File: src/rtl/bdt_pkg.sv
// Package: shared defaults and the write-selection encoding used by the
// dispatch table storage. Assumes nothing beyond 1800-2017 packages.
package bdt_pkg;
    localparam int unsigned DEF_ENTRIES = 32;
    localparam int unsigned DEF_ID_W    = 16;
    localparam int unsigned DEF_ADDR_W  = 32;
    localparam int unsigned DEF_LC_W    = 2;
    localparam int unsigned DEF_CORE_W  = 6;

    // How an install decision picks its destination entry
    typedef enum logic [1:0] {
        WR_NONE  = 2'd0,
        WR_MATCH = 2'd1,
        WR_FREE  = 2'd2,
        WR_EVICT = 2'd3
    } wr_sel_e;
endpackage

File: src/rtl/bdt_table.sv
// Module: associative identifier-to-large-core store.
// Does: combinational lookup for calls; install/refresh/remove on updates;
// fills the lowest free entry, otherwise evicts round-robin.
// Assumes: at most one valid entry per identifier (guaranteed by refresh
// on match); lookup sees contents before any same-edge update.
module bdt_table
    import bdt_pkg::*;
#(
    parameter int unsigned ENTRIES = DEF_ENTRIES,
    parameter int unsigned ID_W    = DEF_ID_W,
    parameter int unsigned LC_W    = DEF_LC_W
) (
    input  logic            clk,
    input  logic            rst_n,
    input  logic [ID_W-1:0] lk_id,
    output logic            lk_hit,
    output logic [LC_W-1:0] lk_large,
    input  logic            up_valid,
    input  logic            up_install,
    input  logic [ID_W-1:0] up_id,
    input  logic [LC_W-1:0] up_large
);
    localparam int unsigned IDX_W = (ENTRIES > 1) ? $clog2(ENTRIES) : 1;

    logic [ENTRIES-1:0]  ent_vld;
    logic [ID_W-1:0]     ent_id    [ENTRIES];
    logic [LC_W-1:0]     ent_large [ENTRIES];
    logic [ENTRIES-1:0]  lk_match;
    logic [ENTRIES-1:0]  up_match;
    logic [ENTRIES-1:0]  wr_en;
    logic [ENTRIES-1:0]  clr_en;
    logic [IDX_W-1:0]    free_idx;
    logic                free_any;
    logic [IDX_W-1:0]    rr_ptr;
    wr_sel_e             wr_sel;

    // Per-entry comparators for lookup and update
    generate
        for (genvar g = 0; g < ENTRIES; g++) begin : g_cmp
            assign lk_match[g] = ent_vld[g] && (ent_id[g] == lk_id);
            assign up_match[g] = ent_vld[g] && (ent_id[g] == up_id);
        end
    endgenerate

    // Lookup result: hit flag and the stored large core of the match
    always_comb begin
        lk_hit   = |lk_match;
        lk_large = '0;
        for (int i = 0; i < ENTRIES; i++) begin
            lk_large = lk_large | (ent_large[i] & {LC_W{lk_match[i]}});
        end
    end

    // Lowest-indexed empty entry
    always_comb begin
        free_idx = '0;
        free_any = 1'b0;
        for (int i = ENTRIES - 1; i >= 0; i--) begin
            if (!ent_vld[i]) begin
                free_idx = IDX_W'(i);
                free_any = 1'b1;
            end
        end
    end

    // Choose the destination kind for an install
    always_comb begin
        if (!(up_valid && up_install)) wr_sel = WR_NONE;
        else if (|up_match)            wr_sel = WR_MATCH;
        else if (free_any)             wr_sel = WR_FREE;
        else                           wr_sel = WR_EVICT;
    end

    // Per-entry write and clear enables
    generate
        for (genvar g = 0; g < ENTRIES; g++) begin : g_en
            always_comb begin
                case (wr_sel)
                    WR_MATCH: wr_en[g] = up_match[g];
                    WR_FREE:  wr_en[g] = (free_idx == IDX_W'(g));
                    WR_EVICT: wr_en[g] = (rr_ptr == IDX_W'(g));
                    default:  wr_en[g] = 1'b0;
                endcase
                clr_en[g] = up_valid && !up_install && up_match[g];
            end
        end
    endgenerate

    // Entry storage
    generate
        for (genvar g = 0; g < ENTRIES; g++) begin : g_ent
            always_ff @(posedge clk) begin
                if (!rst_n) begin
                    ent_vld[g]   <= 1'b0;
                    ent_id[g]    <= '0;
                    ent_large[g] <= '0;
                end else if (wr_en[g]) begin
                    ent_vld[g]   <= 1'b1;
                    ent_id[g]    <= up_id;
                    ent_large[g] <= up_large;
                end else if (clr_en[g]) begin
                    ent_vld[g]   <= 1'b0;
                end
            end
        end
    endgenerate

    // Replacement pointer: advances only on an eviction
    always_ff @(posedge clk) begin
        if (!rst_n) begin
            rr_ptr <= '0;
        end else if (wr_sel == WR_EVICT) begin
            rr_ptr <= (rr_ptr == IDX_W'(ENTRIES - 1)) ? '0 : rr_ptr + 1'b1;
        end
    end
endmodule

File: src/rtl/bdt_dispatch.sv
// Module: call steering and outstanding-call tracker.
// Does: accepts a call when idle, pulses local or forms a remote request
// one cycle later, holds busy until the return event, pulses resume.
// Assumes: hit/large come combinationally from the table for call_id.
module bdt_dispatch
    import bdt_pkg::*;
#(
    parameter int unsigned ID_W      = DEF_ID_W,
    parameter int unsigned ADDR_W    = DEF_ADDR_W,
    parameter int unsigned LC_W      = DEF_LC_W,
    parameter int unsigned CORE_W    = DEF_CORE_W,
    parameter int unsigned SELF_CORE = 5
) (
    input  logic              clk,
    input  logic              rst_n,
    input  logic              call_valid,
    input  logic [ID_W-1:0]   call_id,
    input  logic [ADDR_W-1:0] call_pc,
    input  logic [ADDR_W-1:0] call_sp,
    output logic              call_ready,
    input  logic              tbl_hit,
    input  logic [LC_W-1:0]   tbl_large,
    input  logic              ret_valid,
    output logic              loc_go,
    output logic              req_valid,
    output logic [ID_W-1:0]   req_bid,
    output logic [ADDR_W-1:0] req_pc,
    output logic [ADDR_W-1:0] req_sp,
    output logic [CORE_W-1:0] req_core,
    output logic [LC_W-1:0]   req_large,
    output logic              resume,
    output logic              busy
);
    logic accept;

    // Calls are taken only with no remote call in flight
    assign call_ready = !busy;
    assign accept     = call_valid && call_ready;
    assign req_core   = CORE_W'(SELF_CORE);

    // Decision pulses and outstanding-call state
    always_ff @(posedge clk) begin
        if (!rst_n) begin
            loc_go    <= 1'b0;
            req_valid <= 1'b0;
            resume    <= 1'b0;
            busy      <= 1'b0;
        end else begin
            loc_go    <= accept && !tbl_hit;
            req_valid <= accept && tbl_hit;
            resume    <= ret_valid && busy;
            if (accept && tbl_hit) busy <= 1'b1;
            else if (ret_valid)    busy <= 1'b0;
        end
    end

    // Remote request payload capture
    always_ff @(posedge clk) begin
        if (!rst_n) begin
            req_bid   <= '0;
            req_pc    <= '0;
            req_sp    <= '0;
            req_large <= '0;
        end else if (accept && tbl_hit) begin
            req_bid   <= call_id;
            req_pc    <= call_pc;
            req_sp    <= call_sp;
            req_large <= tbl_large;
        end
    end
endmodule

File: src/rtl/bneck_dispatch.sv
// Module: top of the per-core bottleneck dispatch table.
// Does: joins the identifier store with the call steering logic.
// Assumes: updates arrive as single-cycle decisions; one outstanding
// remote call per core.
module bneck_dispatch
    import bdt_pkg::*;
#(
    parameter int unsigned ENTRIES   = DEF_ENTRIES,
    parameter int unsigned ID_W      = DEF_ID_W,
    parameter int unsigned ADDR_W    = DEF_ADDR_W,
    parameter int unsigned LC_W      = DEF_LC_W,
    parameter int unsigned CORE_W    = DEF_CORE_W,
    parameter int unsigned SELF_CORE = 5
) (
    input  logic              clk,
    input  logic              rst_n,
    input  logic              call_valid,
    input  logic [ID_W-1:0]   call_id,
    input  logic [ADDR_W-1:0] call_pc,
    input  logic [ADDR_W-1:0] call_sp,
    output logic              call_ready,
    input  logic              ret_valid,
    input  logic              upd_valid,
    input  logic              upd_accel,
    input  logic [ID_W-1:0]   upd_id,
    input  logic [LC_W-1:0]   upd_large,
    output logic              loc_go,
    output logic              req_valid,
    output logic [ID_W-1:0]   req_bid,
    output logic [ADDR_W-1:0] req_pc,
    output logic [ADDR_W-1:0] req_sp,
    output logic [CORE_W-1:0] req_core,
    output logic [LC_W-1:0]   req_large,
    output logic              resume,
    output logic              busy
);
    logic            tbl_hit;
    logic [LC_W-1:0] tbl_large;

    bdt_table #(.ENTRIES(ENTRIES), .ID_W(ID_W), .LC_W(LC_W)) u_tbl (
        .clk(clk), .rst_n(rst_n),
        .lk_id(call_id), .lk_hit(tbl_hit), .lk_large(tbl_large),
        .up_valid(upd_valid), .up_install(upd_accel),
        .up_id(upd_id), .up_large(upd_large)
    );

    bdt_dispatch #(.ID_W(ID_W), .ADDR_W(ADDR_W), .LC_W(LC_W),
                   .CORE_W(CORE_W), .SELF_CORE(SELF_CORE)) u_dsp (
        .clk(clk), .rst_n(rst_n),
        .call_valid(call_valid), .call_id(call_id),
        .call_pc(call_pc), .call_sp(call_sp), .call_ready(call_ready),
        .tbl_hit(tbl_hit), .tbl_large(tbl_large), .ret_valid(ret_valid),
        .loc_go(loc_go), .req_valid(req_valid), .req_bid(req_bid),
        .req_pc(req_pc), .req_sp(req_sp), .req_core(req_core),
        .req_large(req_large), .resume(resume), .busy(busy)
    );
endmodule

File: config.mk
export PLATFORM = sky130hd
export DESIGN_NAME = bneck_dispatch
export DESIGN_NICKNAME = d
export VERILOG_FILES = /design/src/rtl/bdt_pkg.sv /design/src/rtl/bdt_table.sv /design/src/rtl/bdt_dispatch.sv /design/src/rtl/bneck_dispatch.sv
export SDC_FILE = /design/constraint.sdc
export NUM_CORES = 2
export LEC_CHECK = 0
export ABC_CLOCK_PERIOD_IN_PS = 4600
export BUFFER_PORTS_ARGS = -buffer_cell sky130_fd_sc_hd__buf_2
export CORE_MARGIN = 2
export CORE_UTILIZATION = 50
export CTS_BUF_LIST = sky130_fd_sc_hd__clkbuf_2 sky130_fd_sc_hd__clkbuf_4 sky130_fd_sc_hd__clkbuf_8
export CTS_CLUSTER_DIAMETER = 100
export DETAILED_ROUTE_END_ITERATION = 8
export GPL_TIMING_DRIVEN = 0
export PLACE_DENSITY = 0.67
export SETUP_SLACK_MARGIN = 0.5
export SYNTH_ARGS = -nofsm -noshare
export SYNTH_HDL_FRONTEND = slang
export SYNTH_SLANG_ARGS = --single-unit
File: constraint.sdc
create_clock -name clk -period 4.6 [get_ports clk]
set_clock_uncertainty 0.05 [all_clocks]
set_input_delay 0.23 -clock clk [delete_from_list [all_inputs] [get_ports clk]]
set_output_delay 0.23 -clock clk [all_outputs]
set_load 0.03 [all_outputs]
After elaboration in Yosys (flattened, before gate mapping)
Memory sizes are Yosys's and may differ from the RTL's.
Cells that the tools add are included.
{ "classes": {"reduce_logical": 142, "n_eq_ne": 129, "n_mux": 327, "n_bitwise": 127, "n_addsub": 1} }
{ "ops": {"columns": ["op", "n"], "rows": [
  ["16-bit equality test", 64],
  ["16-bit two-way mux", 32],
  ["1-bit two-way mux", 196],
  ["5-bit two-way mux", 33],
  ["5-bit equality test (second input constant)", 32],
  ["1-bit logical AND", 102],
  ["1-bit one-hot mux with 3 select lines", 32],
  ["5-bit by 4-bit equality test with 1-bit output (second input constant)", 16],
  ["2-bit two-way mux", 34],
  ["2-bit nonzero test", 33],
  ["2-bit AND", 32],
  ["1-bit OR", 64],
  ["32-bit OR reduction", 2],
  ["2-bit OR", 31],
  ["5-bit by 3-bit equality test with 1-bit output (second input constant)", 8],
  ["5-bit by 2-bit equality test with 1-bit output (second input constant)", 4],
  ["5-bit by 1-bit equality test with 1-bit output (second input constant)", 2],
  ["5-bit logical NOT", 2],
  ["5-bit by 1-bit adder with 5-bit output (second input constant)", 1],
  ["2-bit equality test (second input constant)", 2],
  ["1-bit logical NOT", 3],
  ["2-bit by 1-bit equality test with 1-bit output (second input constant)", 1]
]} }
{ "totals": {"mem_bits_rw": 576, "n_memories": 2, "inputBits": 104, "reg_bits": 123, "word_cells": 769, "output_inout_bits": 93} }
{ "mem_list": {"columns": ["name", "depth", "word_bits", "rd", "rd_clocked_by_memory_dff", "write_ports", "line", "text"], "rows": [
  ["u_tbl.ent_id", 32, 16, 32, 0, 32, "bdt_table.sv:26", "logic [ID_W-1:0] ent_id [ENTRIES];"],
  ["u_tbl.ent_large", 32, 2, 32, 0, 32, "bdt_table.sv:27", "logic [LC_W-1:0] ent_large [ENTRIES];"]
]} }

Depth between registers and ports, before layout
{ "depth": {"depth_word": 41, "mapped_depth": 14, "depth_no_buf": 9} }

Cells and area by module
A second synthesis with hierarchy kept.
{ "unflattened": {"cells_unflattened": 4042, "hier_area_um2": 41626.2} }
{ "modules_own_cells": {"columns": ["mod", "seq_area_each_um2", "n_inst", "cells_each", "area_each_um2"], "rows": [
  ["bdt_table", 18037.3, 1, 3666, 38190.4],
  ["bdt_dispatch", 1721.7, 1, 376, 3435.8]
]} }

Worst setup path before layout
OpenSTA, ideal clock, no wires.
{ "synth_timing": {"path_kind": "input port to flip-flop", "from": "input port upd_id[1]", "to": "memory u_tbl.ent_id[4][16] in the netlist's numbering (enable)", "required_ps": 4129, "arrival_time_ps": 3677, "path_stages": 13, "slack_ps": 451, "path_buffers": 4, "setup_time_ps": 421, "path_cell_list": "buf_2 -> buf_4 -> xor2_1 -> nor4_1 -> nand4_1 -> o22ai_1 -> nor4_1 -> nand4_1 -> nor2_2 -> buf_6 -> buf_2 -> a21oi_1 -> a211oi_1"} }
{ "synth_rtl": {"columns": ["item", "line", "text"], "rows": [
  ["from (decl)", "bneck_dispatch.sv:25", "input logic [ID_W-1:0] upd_id,"],
  ["to (decl)", "bdt_table.sv:26", null]
]} }

Final worst setup path
{ "layout_timing": {"from": "input port call_id[9]", "to": "register u_dsp.req_pc[10]"} }
{ "layout_between": {"elab_chain_len": 4, "elab_cells_between_ends": 66, "classes_between": "eq/ne: 32; reduce/logical: 34"} }
{ "layout_lines": {"columns": ["item", "line", "text"], "rows": [
  ["from (decl)", "bneck_dispatch.sv:18", "input logic [ID_W-1:0] call_id,"],
  ["16-bit equality test", "bdt_table.sv:40", "assign lk_match[g] = ent_vld[g] && (ent_id[g] == lk_id);"],
  ["1-bit logical AND", "bdt_table.sv:40", null],
  ["32-bit OR reduction (*)", "bdt_table.sv:47", "lk_hit = |lk_match;"],
  ["1-bit logical AND (*)", "bdt_dispatch.sv:64", "end else if (accept && tbl_hit) begin"],
  ["to (signal assigned)", "bdt_dispatch.sv:66", "req_pc <= call_pc;"],
  ["to (decl)", "bdt_dispatch.sv:27", "output logic [ADDR_W-1:0] req_pc,"]
]} }
Every way passes the cells marked *; elsewhere a longest branch is shown, timed or not.
A chain may end at the register's enable or synchronous reset.

==> results.yml <==
power_and_ir_drop:
  power_density_nw_per_um2: 338
  total_power_mw: 15.6
  ir_drop_uv: 233
  p_leak_nw: 15.7
logic_synthesis:
  syn-mean-instance-area_um2: 10.7
  ys_seq_area_share_pct: 50.0
  synthAdderAreaFrac_pct: 0.0950
  netlist_top_cells_area: "edfxtp_1 44%, xor2_1 14%, xnor2_1 8.6%, nor2_1 6.3%, dfxtp_1 6.2%"
  synth_top_area_share_pct: 43.8
  synth_ff_type: "edfxtp_1"
  muxShareOfSynthArea_pct: 2.10
  synth_compound_area_share_pct: 4.48
  async_reset_ff_share_pct: 0
  ys_ff_latch: 699
  synth.distinct_cells: 71
  synth_commonest_cells: "665 x nor2_1, 637 x xor2_1, 576 x edfxtp_1, 387 x xnor2_1, 228 x nor4_1"
  synth_top_cell_by_area: "edfxtp_1"
  synth_top_family_by_area: "XOR/XNOR gates"
  yosys_warnings: 0
  yosys.area_share.simple_pct: 16.4
  yosysMostFrequentCell: "nor2_1"
  syn_inst: 3692
  synthesis.area_um2: 39500
  synthXorXnorAreaFrac_pct: 22.7
  synth-edff-count: 576
timing:
  fin_crit_ps: 4290
  slew_violations: 46
  final-hold-violation-count: 0
  whs_ps: 114
  finalCritPeriodShare_pct: 93.2
  slew_headroom_pct: -10.9
  worst_pin_slew_ps: 1660
  clock.fmax_ghz: 0.233
  setup_viol: 0
  rsz0062_at_grt: "yes"
floorplan:
  rows: 103
  coreArea_um2: 78600
  dieHeight_um: 285
  dieWidth_um: 285
  ios: 197
  die_area_um2: 81300
  initial_core_util_pct: 50.2
grt:
  grt_pass1_wl_um: 268000
  grt_pass1_vias: 31800
  grt_max_degree: 19
  grtUsageTotal_pct: 49.1
  grt-ovfl-total: 0
  antenna_found_initial: 15
worst_setup_path:
  start_kind: "input port"
  arrival_ps: 4860
  crit_path_max_fanout: 10
  cp-end-kind: "flop"
  critPathKind: "input port to flop"
  cp.required_ps: 5180
worst_hold_path:
  min_path_type: "input port to flop"
drt:
  drtPass1Iterations: 6
  ant_nets: 0
  drcViolationCount: 0
  via_per_inst: 6.54
  wl_per_cell_um: 38.9
  vias: 34300
  drtIter0Drc: 6417
  wl_um: 204000
flow_run:
  max_cap_viol_count: 5
placed_design:
  dp_hpwl_um: 139000
  place_congestion: 1.08
  port_buffers: 158
  post_dp_cell_area_um2: 42200
layout:
  layout-drive-gt1-share_pct: 17.2
  nets: 4196
  fill_cells: 6897
  area_growth_pct: 16.4
  fin_area_um2: 46000
clocking:
  htree_levels: 3
  clk_root_buffer_cell: "clkbuf_8"
  clk_latency_ps: 800
  clock-sinks: 699
  cts_tree: "built"
  clkTransAtPathRegs_ps: 60
  cts_buffers: 118
  cts_buffer_depth: 3
outcome:
  violations: "max-capacitance violations, max-slew violations"
  status: "complete, but fails checks"
## per-layer routing
layer / part of all wire, % / global-route usage (%) / vias to the layer above
met4: 9.8 / 38.8 / 12
met1: 34 / 60.7 / 16700
met5: 0.092 / 1.10 / -
li1: - / - / 13600
met2: 40 / 68.1 / 3158
met3: 16 / 19.1 / 842
## metrics by stage
stage	util, %	std cells	TNS [ps]	setup WS [ps]
final	58.5	5243	0	314
after global routing	58.5	5241	0	414
after CTS	58.2	5233	0	506
after detailed placement	53.6	4933	-250610	-1240
after global placement	53.0	4904	-934840	-2490
after floorplan	-	3696	0	525
## worst paths after layout
check	slack [ps]	start	endpoint	depth (start not counted)
max	310	call_id[9]	u_dsp.req_pc[10]$_SDFFE_PN0P_	14
min	110	call_valid	u_dsp.req_valid$_SDFF_PN0_	4
max reg2reg	430	u_tbl.ent_vld[23]$_SDFFE_PN0P_	u_tbl.ent_id[11][10]$_SDFFCE_PN0P_	10
min reg2reg	440	u_dsp.req_pc[13]$_SDFFE_PN0P_	u_dsp.req_pc[13]$_SDFFE_PN0P_	2
## power by group
| part | internal (mW) | total (mW) | switching (mW) |
|---|---|---|---|
| logic | 0.646 | 2.08 | 1.43 |
| registers | 7.07 | 7.29 | 0.218 |
| clock network | 3.34 | 6.19 | 2.86 |
| total | 11.1 | 15.6 | 4.50 |
## state kept, by name, summed over array words and instances (netlist names), 2 cells and up
signal,flops
u_dsp.req_large,2
u_dsp.req_sp,32
u_tbl.ent_large,64
u_tbl.rr_ptr,5
u_tbl.ent_id,512
u_dsp.req_bid,16
u_tbl.ent_vld,32
u_dsp.req_pc,32
## worst max-delay path, cell delays in order
cell and delay (ps):
buf_2 320, buf_2 770, buf_2 890, xnor2_1 200, nand3_1 140, nor4_2 720
nor4_1 140, nand4_1 140, o21a_1 310, clkbuf_1 170, buf_4 240, buf_4 250
mux2i_1 260, nor2_1 60
## cell families (layout without fill, tap and decap cells)
family	after synthesis	in the layout
AOI/OAI and AO/OA	212	212
xor gates and xnor gates	1024	1024
adders and majority gates	3	3
buffers and inverters	291	785
DFF	699	699
muxes	83	83
other	2	9
and+or+nand+nor	1378	1378
## cell type report
| type | count | area, µm² | area share, % |
|---|---|---|---|
| multi-input cells | 2706 | 18600 | 40.5 |
| flip-flops and latches | 699 | 19800 | 43.0 |
| plain buffers | 273 | 1660 | 3.61 |
| clock inverters | 47 | 388 | 0.844 |
| clock buffers | 174 | 2150 | 4.68 |
| diodes | 3 | 7.51 | 0.0163 |
| inverters | 18 | 67.6 | 0.147 |
| repair buffers | 273 | 1990 | 4.33 |
| well taps | 1050 | 1310 | 2.86 |
## placed cells by master (no fill, tap or decap), types with 78 or more instances in the layout
master / n
buf_2: 233
buf_4: 101
clkbuf_1: 78
clkbuf_8: 135
dfxtp_1: 117
edfxtp_1: 576
mux2i_1: 83
nand2_1: 179
nand4_1: 99
nor2_1: 664
nor4_1: 197
xnor2_1: 387
xor2_1: 637
## timing repair
action / 4_1_cts / 5_1_grt
setup endpoints to repair: 794 / 529
hold buffers: 68 / 0
gates resized for setup: 50 / 37
buffers inserted: 11 / 7
pin swaps: 6 / 5
hold endpoints to repair: 71 / 0
No activity file was read; power rests on OpenSTA's default activity.
